`src/rtl/fwd_pkg.sv`:
```
package fwd_pkg;
  localparam int MAC_W  = 48;
  localparam int VID_W  = 12;
  localparam int IP_W   = 32;
  localparam int PLEN_W = 6;

  typedef enum logic [1:0] {
    TBL_L2   = 2'd0,
    TBL_HOST = 2'd1,
    TBL_LPM  = 2'd2
  } tbl_sel_e;

  // network mask for a prefix length; lengths of 32 and above give all ones
  function automatic logic [IP_W-1:0] prefix_mask(input logic [PLEN_W-1:0] plen);
    if (plen >= PLEN_W'(IP_W)) return '1;
    return ~({IP_W{1'b1}} >> plen);
  endfunction
endpackage

```
`src/rtl/l2_table.sv`:
```
module l2_table import fwd_pkg::*; #(
  parameter int DEPTH  = 8,
  parameter int IDX_W  = 3,
  parameter int PORT_W = 6
) (
  input  logic              clk,
  input  logic              rst_n,
  input  logic              wr_en,
  input  logic [IDX_W-1:0]  wr_index,
  input  logic              wr_valid,
  input  logic [MAC_W-1:0]  wr_mac,
  input  logic [VID_W-1:0]  wr_vlan,
  input  logic [PORT_W-1:0] wr_port,
  input  logic [MAC_W-1:0]  look_mac,
  input  logic [VID_W-1:0]  look_vlan,
  output logic              hit,
  output logic [PORT_W-1:0] hit_port
);
  logic [DEPTH-1:0]  ent_v;
  logic [MAC_W-1:0]  ent_mac  [DEPTH];
  logic [VID_W-1:0]  ent_vlan [DEPTH];
  logic [PORT_W-1:0] ent_port [DEPTH];
  logic [DEPTH-1:0]  match;

  for (genvar i = 0; i < DEPTH; i++) begin : g_ent
    always_ff @(posedge clk or negedge rst_n) begin
      if (!rst_n) begin
        ent_v[i]    <= 1'b0;
        ent_mac[i]  <= '0;
        ent_vlan[i] <= '0;
        ent_port[i] <= '0;
      end else if (wr_en && wr_index == IDX_W'(i)) begin
        ent_v[i]    <= wr_valid;
        ent_mac[i]  <= wr_mac;
        ent_vlan[i] <= wr_vlan;
        ent_port[i] <= wr_port;
      end
    end
    assign match[i] = ent_v[i] && ent_mac[i] == look_mac && ent_vlan[i] == look_vlan;
  end

  always_comb begin
    hit      = |match;
    hit_port = '0;
    for (int i = DEPTH - 1; i >= 0; i--)
      if (match[i]) hit_port = ent_port[i];
  end
endmodule

```
`src/rtl/host_table.sv`:
```
module host_table import fwd_pkg::*; #(
  parameter int DEPTH  = 8,
  parameter int IDX_W  = 3,
  parameter int PORT_W = 6
) (
  input  logic              clk,
  input  logic              rst_n,
  input  logic              wr_en,
  input  logic [IDX_W-1:0]  wr_index,
  input  logic              wr_valid,
  input  logic [IP_W-1:0]   wr_ip,
  input  logic [PORT_W-1:0] wr_port,
  input  logic [MAC_W-1:0]  wr_nh_mac,
  input  logic [VID_W-1:0]  wr_vlan,
  input  logic [IP_W-1:0]   look_ip,
  output logic              hit,
  output logic [PORT_W-1:0] hit_port,
  output logic [MAC_W-1:0]  hit_nh_mac,
  output logic [VID_W-1:0]  hit_vlan
);
  logic [DEPTH-1:0]  ent_v;
  logic [IP_W-1:0]   ent_ip   [DEPTH];
  logic [PORT_W-1:0] ent_port [DEPTH];
  logic [MAC_W-1:0]  ent_nh   [DEPTH];
  logic [VID_W-1:0]  ent_vlan [DEPTH];
  logic [DEPTH-1:0]  match;

  for (genvar i = 0; i < DEPTH; i++) begin : g_ent
    always_ff @(posedge clk or negedge rst_n) begin
      if (!rst_n) begin
        ent_v[i]    <= 1'b0;
        ent_ip[i]   <= '0;
        ent_port[i] <= '0;
        ent_nh[i]   <= '0;
        ent_vlan[i] <= '0;
      end else if (wr_en && wr_index == IDX_W'(i)) begin
        ent_v[i]    <= wr_valid;
        ent_ip[i]   <= wr_ip;
        ent_port[i] <= wr_port;
        ent_nh[i]   <= wr_nh_mac;
        ent_vlan[i] <= wr_vlan;
      end
    end
    assign match[i] = ent_v[i] && ent_ip[i] == look_ip;
  end

  always_comb begin
    hit        = |match;
    hit_port   = '0;
    hit_nh_mac = '0;
    hit_vlan   = '0;
    for (int i = DEPTH - 1; i >= 0; i--)
      if (match[i]) begin
        hit_port   = ent_port[i];
        hit_nh_mac = ent_nh[i];
        hit_vlan   = ent_vlan[i];
      end
  end
endmodule

```
`src/rtl/lpm_table.sv`:
```
module lpm_table import fwd_pkg::*; #(
  parameter int DEPTH  = 8,
  parameter int IDX_W  = 3,
  parameter int PORT_W = 6
) (
  input  logic              clk,
  input  logic              rst_n,
  input  logic              wr_en,
  input  logic [IDX_W-1:0]  wr_index,
  input  logic              wr_valid,
  input  logic [IP_W-1:0]   wr_ip,
  input  logic [PLEN_W-1:0] wr_plen,
  input  logic [PORT_W-1:0] wr_port,
  input  logic [MAC_W-1:0]  wr_nh_mac,
  input  logic [VID_W-1:0]  wr_vlan,
  input  logic [IP_W-1:0]   look_ip,
  output logic              hit,
  output logic [PORT_W-1:0] hit_port,
  output logic [MAC_W-1:0]  hit_nh_mac,
  output logic [VID_W-1:0]  hit_vlan
);
  logic [DEPTH-1:0]  ent_v;
  logic [IP_W-1:0]   ent_pfx  [DEPTH];
  logic [PLEN_W-1:0] ent_len  [DEPTH];
  logic [PORT_W-1:0] ent_port [DEPTH];
  logic [MAC_W-1:0]  ent_nh   [DEPTH];
  logic [VID_W-1:0]  ent_vlan [DEPTH];
  logic [DEPTH-1:0]  match;

  for (genvar i = 0; i < DEPTH; i++) begin : g_ent
    always_ff @(posedge clk or negedge rst_n) begin
      if (!rst_n) begin
        ent_v[i]    <= 1'b0;
        ent_pfx[i]  <= '0;
        ent_len[i]  <= '0;
        ent_port[i] <= '0;
        ent_nh[i]   <= '0;
        ent_vlan[i] <= '0;
      end else if (wr_en && wr_index == IDX_W'(i)) begin
        ent_v[i]    <= wr_valid;
        ent_pfx[i]  <= wr_ip & prefix_mask(wr_plen);  // host bits cleared once, on write
        ent_len[i]  <= wr_plen;
        ent_port[i] <= wr_port;
        ent_nh[i]   <= wr_nh_mac;
        ent_vlan[i] <= wr_vlan;
      end
    end
    assign match[i] = ent_v[i] && (look_ip & prefix_mask(ent_len[i])) == ent_pfx[i];
  end

  // ascending scan, strictly-longer replaces: lowest index wins among equals
  always_comb begin
    logic [PLEN_W-1:0] best_len;
    hit        = 1'b0;
    best_len   = '0;
    hit_port   = '0;
    hit_nh_mac = '0;
    hit_vlan   = '0;
    for (int i = 0; i < DEPTH; i++)
      if (match[i] && (!hit || ent_len[i] > best_len)) begin
        hit        = 1'b1;
        best_len   = ent_len[i];
        hit_port   = ent_port[i];
        hit_nh_mac = ent_nh[i];
        hit_vlan   = ent_vlan[i];
      end
  end
endmodule

```
`src/rtl/fwd_decide.sv`:
```
module fwd_decide import fwd_pkg::*; #(
  parameter int PORT_W     = 6,
  parameter int L2_DEPTH   = 8,
  parameter int HOST_DEPTH = 8,
  parameter int LPM_DEPTH  = 8,
  parameter int IDX_W      = 3,
  parameter logic [PORT_W-1:0] PUNT_PORT = '1
) (
  input  logic              clk,
  input  logic              rst_n,
  input  logic [MAC_W-1:0]  cfg_router_mac,
  input  logic              in_valid,
  output logic              in_ready,
  input  logic [MAC_W-1:0]  in_dmac,
  input  logic [VID_W-1:0]  in_vlan,
  input  logic [IP_W-1:0]   in_dip,
  output logic              out_valid,
  input  logic              out_ready,
  output logic [PORT_W-1:0] out_port,
  output logic [MAC_W-1:0]  out_nh_mac,
  output logic [VID_W-1:0]  out_vlan,
  output logic              out_route,
  output logic              out_hit,
  output logic              out_via_lpm,
  output logic              out_flood,
  input  logic              wr_en,
  input  logic [1:0]        wr_table,
  input  logic [IDX_W-1:0]  wr_index,
  input  logic              wr_valid,
  input  logic [MAC_W-1:0]  wr_mac,
  input  logic [VID_W-1:0]  wr_vlan,
  input  logic [IP_W-1:0]   wr_ip,
  input  logic [PLEN_W-1:0] wr_plen,
  input  logic [PORT_W-1:0] wr_port,
  input  logic [MAC_W-1:0]  wr_nh_mac
);
  // stage 1: captured request
  logic              st_valid;
  logic [MAC_W-1:0]  st_dmac;
  logic [VID_W-1:0]  st_vlan;
  logic [IP_W-1:0]   st_dip;

  // named internal events for the checker
  logic stage_valid;
  logic advance;
  logic stage_is_route;

  assign advance        = !out_valid || out_ready;
  assign in_ready       = advance;
  assign stage_valid    = st_valid;
  assign stage_is_route = st_dmac == cfg_router_mac;

  always_ff @(posedge clk or negedge rst_n) begin
    if (!rst_n) begin
      st_valid <= 1'b0;
      st_dmac  <= '0;
      st_vlan  <= '0;
      st_dip   <= '0;
    end else if (advance) begin
      st_valid <= in_valid;
      if (in_valid) begin
        st_dmac <= in_dmac;
        st_vlan <= in_vlan;
        st_dip  <= in_dip;
      end
    end
  end

  // table lookups
  logic              l2_hit, host_hit, lpm_hit;
  logic [PORT_W-1:0] l2_port, host_port, lpm_port;
  logic [MAC_W-1:0]  host_nh, lpm_nh;
  logic [VID_W-1:0]  host_vlan, lpm_vlan;

  l2_table #(.DEPTH(L2_DEPTH), .IDX_W(IDX_W), .PORT_W(PORT_W)) u_l2 (
    .clk, .rst_n,
    .wr_en(wr_en && wr_table == TBL_L2), .wr_index, .wr_valid,
    .wr_mac, .wr_vlan, .wr_port,
    .look_mac(st_dmac), .look_vlan(st_vlan),
    .hit(l2_hit), .hit_port(l2_port)
  );

  host_table #(.DEPTH(HOST_DEPTH), .IDX_W(IDX_W), .PORT_W(PORT_W)) u_host (
    .clk, .rst_n,
    .wr_en(wr_en && wr_table == TBL_HOST), .wr_index, .wr_valid,
    .wr_ip, .wr_port, .wr_nh_mac, .wr_vlan,
    .look_ip(st_dip),
    .hit(host_hit), .hit_port(host_port), .hit_nh_mac(host_nh), .hit_vlan(host_vlan)
  );

  lpm_table #(.DEPTH(LPM_DEPTH), .IDX_W(IDX_W), .PORT_W(PORT_W)) u_lpm (
    .clk, .rst_n,
    .wr_en(wr_en && wr_table == TBL_LPM), .wr_index, .wr_valid,
    .wr_ip, .wr_plen, .wr_port, .wr_nh_mac, .wr_vlan,
    .look_ip(st_dip),
    .hit(lpm_hit), .hit_port(lpm_port), .hit_nh_mac(lpm_nh), .hit_vlan(lpm_vlan)
  );

  // decision
  logic [PORT_W-1:0] d_port;
  logic [MAC_W-1:0]  d_nh;
  logic [VID_W-1:0]  d_vlan;
  logic              d_hit, d_lpm, d_flood;

  always_comb begin
    d_lpm   = 1'b0;
    d_flood = 1'b0;
    if (stage_is_route) begin
      if (host_hit) begin
        d_hit = 1'b1; d_port = host_port; d_nh = host_nh; d_vlan = host_vlan;
      end else if (lpm_hit) begin
        d_hit = 1'b1; d_lpm = 1'b1; d_port = lpm_port; d_nh = lpm_nh; d_vlan = lpm_vlan;
      end else begin
        d_hit = 1'b0; d_port = PUNT_PORT; d_nh = '0; d_vlan = '0;
      end
    end else begin
      d_hit   = l2_hit;
      d_flood = !l2_hit;
      d_port  = l2_hit ? l2_port : '0;
      d_nh    = st_dmac;
      d_vlan  = st_vlan;
    end
  end

  // stage 2: result register
  always_ff @(posedge clk or negedge rst_n) begin
    if (!rst_n) begin
      out_valid   <= 1'b0;
      out_port    <= '0;
      out_nh_mac  <= '0;
      out_vlan    <= '0;
      out_route   <= 1'b0;
      out_hit     <= 1'b0;
      out_via_lpm <= 1'b0;
      out_flood   <= 1'b0;
    end else if (advance) begin
      out_valid <= st_valid;
      if (st_valid) begin
        out_port    <= d_port;
        out_nh_mac  <= d_nh;
        out_vlan    <= d_vlan;
        out_route   <= stage_is_route;
        out_hit     <= d_hit;
        out_via_lpm <= d_lpm;
        out_flood   <= d_flood;
      end
    end
  end
endmodule

```
`config.mk`:
```
export PLATFORM = sky130hd
export DESIGN_NAME = fwd_decide
export DESIGN_NICKNAME = d
export VERILOG_FILES = /design/src/rtl/fwd_pkg.sv /design/src/rtl/l2_table.sv /design/src/rtl/host_table.sv /design/src/rtl/lpm_table.sv /design/src/rtl/fwd_decide.sv
export SDC_FILE = /design/constraint.sdc
export NUM_CORES = 2
export LEC_CHECK = 0
export BUFFER_PORTS_ARGS = -buffer_cell sky130_fd_sc_hd__buf_2
export CAP_MARGIN = 20
export CORE_ASPECT_RATIO = 1.5
export CORE_MARGIN = 2
export CORE_UTILIZATION = 45
export CTS_CLUSTER_SIZE = 40
export DETAILED_ROUTE_END_ITERATION = 8
export PLACE_DENSITY = 0.72
export RECOVER_POWER = 25
export SYNTH_ARGS = -nofsm -noshare
export SYNTH_HDL_FRONTEND = slang
export SYNTH_SLANG_ARGS = --single-unit
```
`constraint.sdc`:
```
create_clock -name clk -period 14.4 [get_ports clk]
set_input_delay 1.44 -clock clk [delete_from_list [all_inputs] [get_ports clk]]
set_output_delay 1.44 -clock clk [all_outputs]
set_load 0.05 [all_outputs]
```
# ---- Yosys cells after proc, flatten, opt, wreduce, memory -nomap -nowiden
# Index checks and enable logic that the tools add are counted.
dict set report word_totals {
  reg_bits 2332
  inputBits 303
  output_inout_bits 72
  elab_cells 450
}
dict set report op_classes {
  n_lt_le_gt_ge 16
  eq_ne 42
  shifts 9
  muxes 137
  n_bitwise 25
  reduce_logical 89
}
# op n
set ops {}
lappend ops {{2-to-1 mux 32 bit} 33}
lappend ops {{2-to-1 mux 48 bit} 19}
lappend ops {{AND 32 bit} 16}
lappend ops {{== test 32 bit} 16}
lappend ops {{== test 48 bit} 9}
lappend ops {{NOT 32 bit} 9}
lappend ops {{>> shifter 32 x 6 -> 32 bit (first input constant)} 9}
lappend ops {{2-to-1 mux 12 bit} 19}
lappend ops {{2-to-1 mux 6 bit} 35}
lappend ops {{== test 12 bit} 8}
lappend ops {{logical AND 1 bit} 66}
lappend ops {{>= comparator 6 bit (second input constant)} 9}
lappend ops {{greater-than comparator 6 bit} 7}
lappend ops {{2-to-1 mux 1 bit} 31}
lappend ops {{OR reduction 8 bit} 2}
lappend ops {{== test 3 bit (second input constant)} 4}
lappend ops {{logical NOT 1 bit} 9}
lappend ops {{logical OR 1 bit} 8}
lappend ops {{== test 3 x 2 -> 1 bit (second input constant)} 2}
lappend ops {{AND reduction 2 bit} 2}
lappend ops {{== test 3 x 1 -> 1 bit (second input constant)} 1}
lappend ops {{logical NOT 3 bit} 1}
lappend ops {{== test 2 x 1 -> 1 bit (second input constant)} 1}
lappend ops {{== test 2 bit (second input constant)} 1}
lappend ops {{logical NOT 2 bit} 1}

# ---- Logic depth before layout (Yosys ltp)
dict set report logic_depth {
  ltp_word 38
  ltp_mapped 89
  ltp_nobuf 82
}

# ---- Hierarchy
# From an unflattened synthesis, not the netlist that was laid out.
dict set report hier_totals {
  cells_unflattened 10241
  hier_area_um2 118369.8
}
# mod n_inst cells_each area_per_inst_um2 seq_area_each_um2
set modules_own_cells {}
lappend modules_own_cells {lpm_table 1 4325 44700.4 21020.2}
lappend modules_own_cells {host_table 1 3074 38918.6 19819.0}
lappend modules_own_cells {l2_table 1 2032 26128.8 13412.9}
lappend modules_own_cells {fwd_decide 1 810 8622.0 4103.9}

# ---- Least setup slack after synthesis
# OpenSTA, ideal clock, no wires.
dict set report synth_timing {
  kind {register to register}
  start {reg u_lpm.ent_len[44] (netlist name)}
  end {reg out_nh_mac[36]}
  setup_ps 124
  arrival_time_ps 14498
  required_time_ps 14276
  path_slack_ps -222
  path_stages_with_launch 88
  path_buffers 5
  synth_period_minus_slack_ps 14622
  cell_sequence {dfrtp_1 buf_4 a2111oi_0 mux2i_1 nand4_1 nor4_2 nand2b_4 nor4_4 nand2_1 ha_1 nor2b_1 o21a_1 o21ai_0 a21oi_1 and2_1 a41oi_4 a22o_1 inv_1 (+52 left out) nor2_1 a21o_1 ha_1 nor2b_1 o21a_1 o21a_1 o21ai_0 nand2b_1 a21oi_1 a31oi_1 o21ai_4 inv_2 and2_1 buf_2 buf_2 buf_6 a21oi_1 a21oi_1}
}
dict set report synth_via {
  elab_chain_cells 38
  word_cells_on_any_way 62
  cone_classes {8 x order compare; 1 x eq/ne; 1 x shift; 28 x mux; 2 x bitwise; 22 x reduce/logical}
}
# item line
set synth_lines {}
lappend synth_lines {{start, declared} lpm_table.sv:24} ;# logic [PLEN_W-1:0] ent_len [DEPTH];
lappend synth_lines {{start signal, assigned by index} lpm_table.sv:42} ;# ent_len[i] <= wr_plen;
lappend synth_lines {{>> shifter 32 x 6 -> 32 bit / >= comparator 6 bit (equally long branches)} {fwd_pkg.sv:16, fwd_pkg.sv:15}}
lappend synth_lines {{NOT 32 bit / 2-to-1 mux 1 bit (equally long branches)} {fwd_pkg.sv:16, fwd_pkg.sv:15}}
lappend synth_lines {{2-to-1 mux 32 bit} fwd_pkg.sv:16} ;# return ~({IP_W{1'b1}} >> plen);
lappend synth_lines {{AND 32 bit} lpm_table.sv:48} ;# assign match[i] = ent_v[i] && (look_ip & prefix_mask(ent_len[i])) == ent_pfx[i];
lappend synth_lines {{== test 32 bit} lpm_table.sv:48}
lappend synth_lines {{logical AND 1 bit} lpm_table.sv:48}
lappend synth_lines {{2-to-1 mux 6 bit / 2-to-1 mux 1 bit (equally long branches)} lpm_table.sv:60} ;# if (match[i] && (!hit || ent_len[i] > best_len)) begin
lappend synth_lines {{greater-than comparator 6 bit / logical NOT 1 bit (equally long branches)} lpm_table.sv:60}
lappend synth_lines {{(+22 left out)} n/a}
lappend synth_lines {{2-to-1 mux 6 bit / 2-to-1 mux 1 bit (equally long branches)} lpm_table.sv:60}
lappend synth_lines {{greater-than comparator 6 bit / logical NOT 1 bit (equally long branches)} lpm_table.sv:60}
lappend synth_lines {{logical OR 1 bit} lpm_table.sv:60}
lappend synth_lines {{logical AND 1 bit} lpm_table.sv:60}
lappend synth_lines {{2-to-1 mux 48 bit / 2-to-1 mux 1 bit (equally long branches)} lpm_table.sv:60}
lappend synth_lines {{2-to-1 mux 48 bit *} fwd_decide.sv:111} ;# end else if (lpm_hit) begin
lappend synth_lines {{2-to-1 mux 48 bit *} fwd_decide.sv:109} ;# if (host_hit) begin
lappend synth_lines {{2-to-1 mux 48 bit *} fwd_decide.sv:108} ;# if (stage_is_route) begin
lappend synth_lines {{end signal, assigned} fwd_decide.sv:140} ;# out_nh_mac <= d_nh;
lappend synth_lines {{end, declared} fwd_decide.sv:20} ;# output logic [MAC_W-1:0] out_nh_mac,
# Every way passes the cells marked *; elsewhere a longest branch is shown, timed or not.
# A chain may end at the register's enable or synchronous reset.

# ---- Final worst setup path
dict set report layout_timing {
  start {reg u_lpm.ent_len[44] (netlist name)}
  end {reg out_nh_mac[43]}
}
# Same word-level chain as after synthesis.

==> results summary <==
The worst setup path is captured at a register. The largest total area in the synthesized netlist belongs to sky130_fd_sc_hd__dfrtp_1. The CTS buffer count came out at ~230. The number of buffers and inverters on the critical path is 11.

The biggest fanout along the worst timing path is 10. The standby leakage power is between 50 and 60 nW. After detailed routing, the number of remaining DRC violations is 0. The via count of the first global-routing pass is about 90000.

The highest-delay cell along the critical path is sky130_fd_sc_hd__dfrtp_1. The floorplan has around 230 rows. The switching portion of total power is 0.325. The highest cell delay on the worst timing path came out at ~0.44 ns. The number of clock sinks came out at roughly 2300. The commonest cells after synthesis are sky130_fd_sc_hd__dfrtp_1 (2332), sky130_fd_sc_hd__mux2_2 (1705), sky130_fd_sc_hd__nand2_1 (1536), sky130_fd_sc_hd__clkbuf_1 (661), sky130_fd_sc_hd__o21ai_0 (612).

IR analysis of the VDD net gives a maximum drop of between 100 and 150 µV. The tree is rooted in a sky130_fd_sc_hd__clkbuf_16. The count of pins over their slew limit is between 1000 and 1500.

The number of nets produced by synthesis came out at about 11000. Routability-driven placement finished with a final weighted congestion of slightly above 1. The relative contribution of sequential cells to total power is 0.446.

The post-placement setup slack is -0.612 ns. With fillers left out, the area of the finished cells amounts to 130000 µm². The number of vias in the routed layout is between 90000 and 100k.

The wire length reported by the detailed router came out at 469 mm. The count of placed standard cells including taps came out at 13800. The final critical-path share of the clock period is 1.00. The total power after layout is a little under 20 mW. In this run, post-CTS hold repair placed 0 buffers. The maximum number of pins on one net before global-route repair came out at roughly 180. During synthesis, Yosys emitted a total of 0 warnings. Setup violations remaining at the end of the flow were counted as 2.

The first global-routing pass estimated around 660 mm of wire. The TritonCTS clock tree is yes. The combinational share of power came out at 0.232. The worst setup path is of the reg2reg kind.

The highest clock frequency the design can meet is just under 70 MHz. Relative to the synthesized area, the layout overhead comes to 13.8%. The share of the synthesized area in the top cell type is 0.513.

The fraction of layout cells with a size suffix above 1 came out at 0.289. The clock power share is 0.323. The switching component of the power is ~6.4 mW. The largest buffer count on any clock path is 4. STA puts the critical path data arrival time at roughly 15 ns. The remaining max-slew budget at the tightest pin is -4.85. The number of vias per cell is approximately 6.4. For this configuration, the core starts out at a cell density of 0.451. The number of buffers added on ports is ~370.

The final cell count without fillers is between 10000 and 15000. The data required time at the worst endpoint is 15.24 ns. roughly 380 I/O pins were placed. Yosys mapped a number of flops with a built-in enable equal to 0. The placeable core region came out at ~250000 µm². Summing every instance area after synthesis gives between 100000 and 150000 µm². The max-capacitance violation count came out at 27.

The path class of the lowest-slack min-delay path is reg2reg. After technology mapping, the gate count stands at ~10000. The final critical delay including setup and external delays came out at approximately 14 ns. Dividing the detail-routed wire length by the instance count gives approximately 33 µm.

The global-route total usage across every layer is 0.356. The most used flip-flop cell after synthesis is sky130_fd_sc_hd__dfrtp_1. STA classifies the critical path startpoint as a register.

The die is just over 400 µm wide. The most numerous cell type found on the critical path is sky130_fd_sc_hd__o21a_1. Setup repair after global routing could not meet its margin everywhere. In this design, the largest share of critical-path delay is due to compound AO/OA/AOI/OAI gates. The number of register bits inferred by synthesis came out at between 2000 and 2500. The vertical die dimension came out at 620 µm. The final global-route overflow total is 0.

At the pin with the least slew margin, the transition time is about 8.8 ns. The latest clock arrival within the worst-skew pair is 0.95 ns. The count of nets left with antenna violations once routing finished came out at 0. The internal cell power is roughly 13 mW. The DRC marker count from the first detailed-route iteration came out at approximately 11000. The distinct cell type count of the synthesized netlist is ~110.

The total count of hold-check failures in the final report came out at 0. The number of antenna violations at the first check in global routing came out at 81. The average size of a mapped cell is 10.9 µm².

The flow ran to the end, but the final reports show violations. The cell area after placement came out at around 120000 µm². The final worst clock skew is between 0.1 and 0.15 ns. By area the synthesized netlist is led by sky130_fd_sc_hd__dfrtp_1 (51%), sky130_fd_sc_hd__mux2_2 (17%), sky130_fd_sc_hd__nand2_1 (5.1%). The checks that failed: max-capacitance violations, max-slew violations, negative setup slack. The first detailed-routing pass ran for 6 iterations. By instance count, the leading cell after synthesis is sky130_fd_sc_hd__dfrtp_1. The proportion of register bits with asynchronous set or reset after synthesis is 1.00. The half-perimeter wire length after placement is around 300 mm. The worst-case setup margin in the final layout came out at -0.00119 ns. The power per cell area came out at between 150 and 200 nW/µm². The final net count came out at ~11000. The clock slew seen by the registers of the worst setup and hold paths came out at 0.06 ns. The H-tree was split into 4 levels. The area enclosed by the die boundary came out at 257000 µm². The sequential fraction of the synthesis area is 0.513.
## registers in the layout, indices dropped and copies added, names as in the netlist, 6 cells and up
| signal | count |
|---|---|
| u_host.ent_nh | 384 |
| u_l2.ent_mac | 384 |
| u_lpm.ent_nh | 384 |
| u_host.ent_ip | 256 |
| u_lpm.ent_pfx | 256 |
| u_host.ent_vlan | 96 |
| u_l2.ent_vlan | 96 |
| u_lpm.ent_vlan | 96 |
| out_nh_mac | 48 |
| st_dmac | 48 |
| u_host.ent_port | 48 |
| u_l2.ent_port | 48 |
| u_lpm.ent_len | 48 |
| u_lpm.ent_port | 48 |
| st_dip | 32 |
| out_vlan | 12 |
| st_vlan | 12 |
| u_host.ent_v | 8 |
| u_l2.ent_v | 8 |
| u_lpm.ent_v | 8 |
| out_port | 6 |
## metal layers
layer  vias to the layer above  GRT usage  part of all wire
met2                      5778      0.561              0.45
li1                      37300          -                 -
met3                      1843     0.0822             0.097
met1                     46300      0.412              0.35
met5                         -   0.000377           0.00063
met4                        42      0.303              0.10
## final timing paths
kind	from	to	slack, ns	cells past startpoint
max in group asynchronous	rst_n	st_dmac[4]	2.60	4
worst max-delay path	u_lpm.ent_len[44]	out_nh_mac[43]	-0.001	87
worst min register to register	u_lpm.ent_nh[218]	u_lpm.ent_nh[218]	0.48	2
worst min-delay path	u_lpm.ent_nh[218]	u_lpm.ent_nh[218]	0.48	2
worst max register to register	u_lpm.ent_len[44]	out_nh_mac[43]	-0.001	87
min in group asynchronous	rst_n	u_host.ent_ip[135]	3.35	1
## cells by family (layout without fill, tap and decap cells)
group	count (synthesis)	after routing	synth area share
buffers and inverters	992	1453	0.0346
multiplexers	1735	1735	0.172
other	0	35	0
flip-flops	2332	2332	0.513
XOR/XNOR	815	815	0.0627
AND/OR/NAND/NOR	2647	2648	0.103
adder cells (fa/ha/maj)	43	43	0.00470
AO/OA/AOI/OAI	1876	1876	0.110
## cells in the final DEF (no fill, tap or decap), drive strengths merged, types with 24 or more instances in the layout
cell,count
nand3,72
nor2,430
a221oi,83
a211oi,81
diode,35
a311o,67
a22oi,67
mux2,1710
and3,34
o21ai,628
o211ai,95
inv,162
nor3,52
clkinv,46
o311ai,73
a21oi,326
nand4,123
bufinv,27
and2,24
mux2i,25
o221a,60
o21a,41
dfrtp,2332
xor2,530
buf,852
nor4,159
nand2,1539
o22ai,88
nor2b,54
ha,42
clkbuf,355
a2111oi,25
xnor2,285
nand2b,43
or3,35
## per-stage QoR
step / hold slack [ns] / setup TNS [ns] / util
finish: 0.476 / -0.00124 / 0.514
global route: 0.492 / -38.68 / 0.513
CTS: 0.464 / 0 / 0.512
detailed placement: 0.463 / -36.99 / 0.479
global placement: 0.457 / -33.69 / 0.479
floorplan: 0.440 / 0 / -
## worst reg2reg max path: cells and delay by family (launching register included)
kind                       cells  cell delay, ns
muxes                          4            1.04
buffers and inverters         11            1.53
DFF                            1            0.44
AOI/OAI and AO/OA             44            6.49
adders and majority gates      7            1.90
and+or+nand+nor               21            2.92
## power by group through the flow
stage	combinational, mW	clock, mW	sequential [mW]
after floorplan	2.60	0	8.68
after global placement	4.32	0	8.80
after detailed placement	4.42	0	8.87
after CTS	4.47	6.40	8.76
after global routing	4.83	6.66	8.92
final	4.58	6.38	8.82
## area by class of cell
type	count	area (µm²)
inverter	164	616
clock buffer	326	6640
tap	3306	4140
fill	22000	123000
multi-input combinational	7117	52400
antenna	35	87.6
sequential	2332	58400
clock inverter	82	1140
timing repair buffer	881	6190
## repair_timing
action / CTS / global route
pin swaps: 21 / 16
gates cloned: 5 / 5
setup endpoints to repair: 66 / 66
gates resized for setup: 61 / 61
hold endpoints to repair: 0 / 0
setup buffers: 13 / 9
Power figures use the tool's default switching activity.
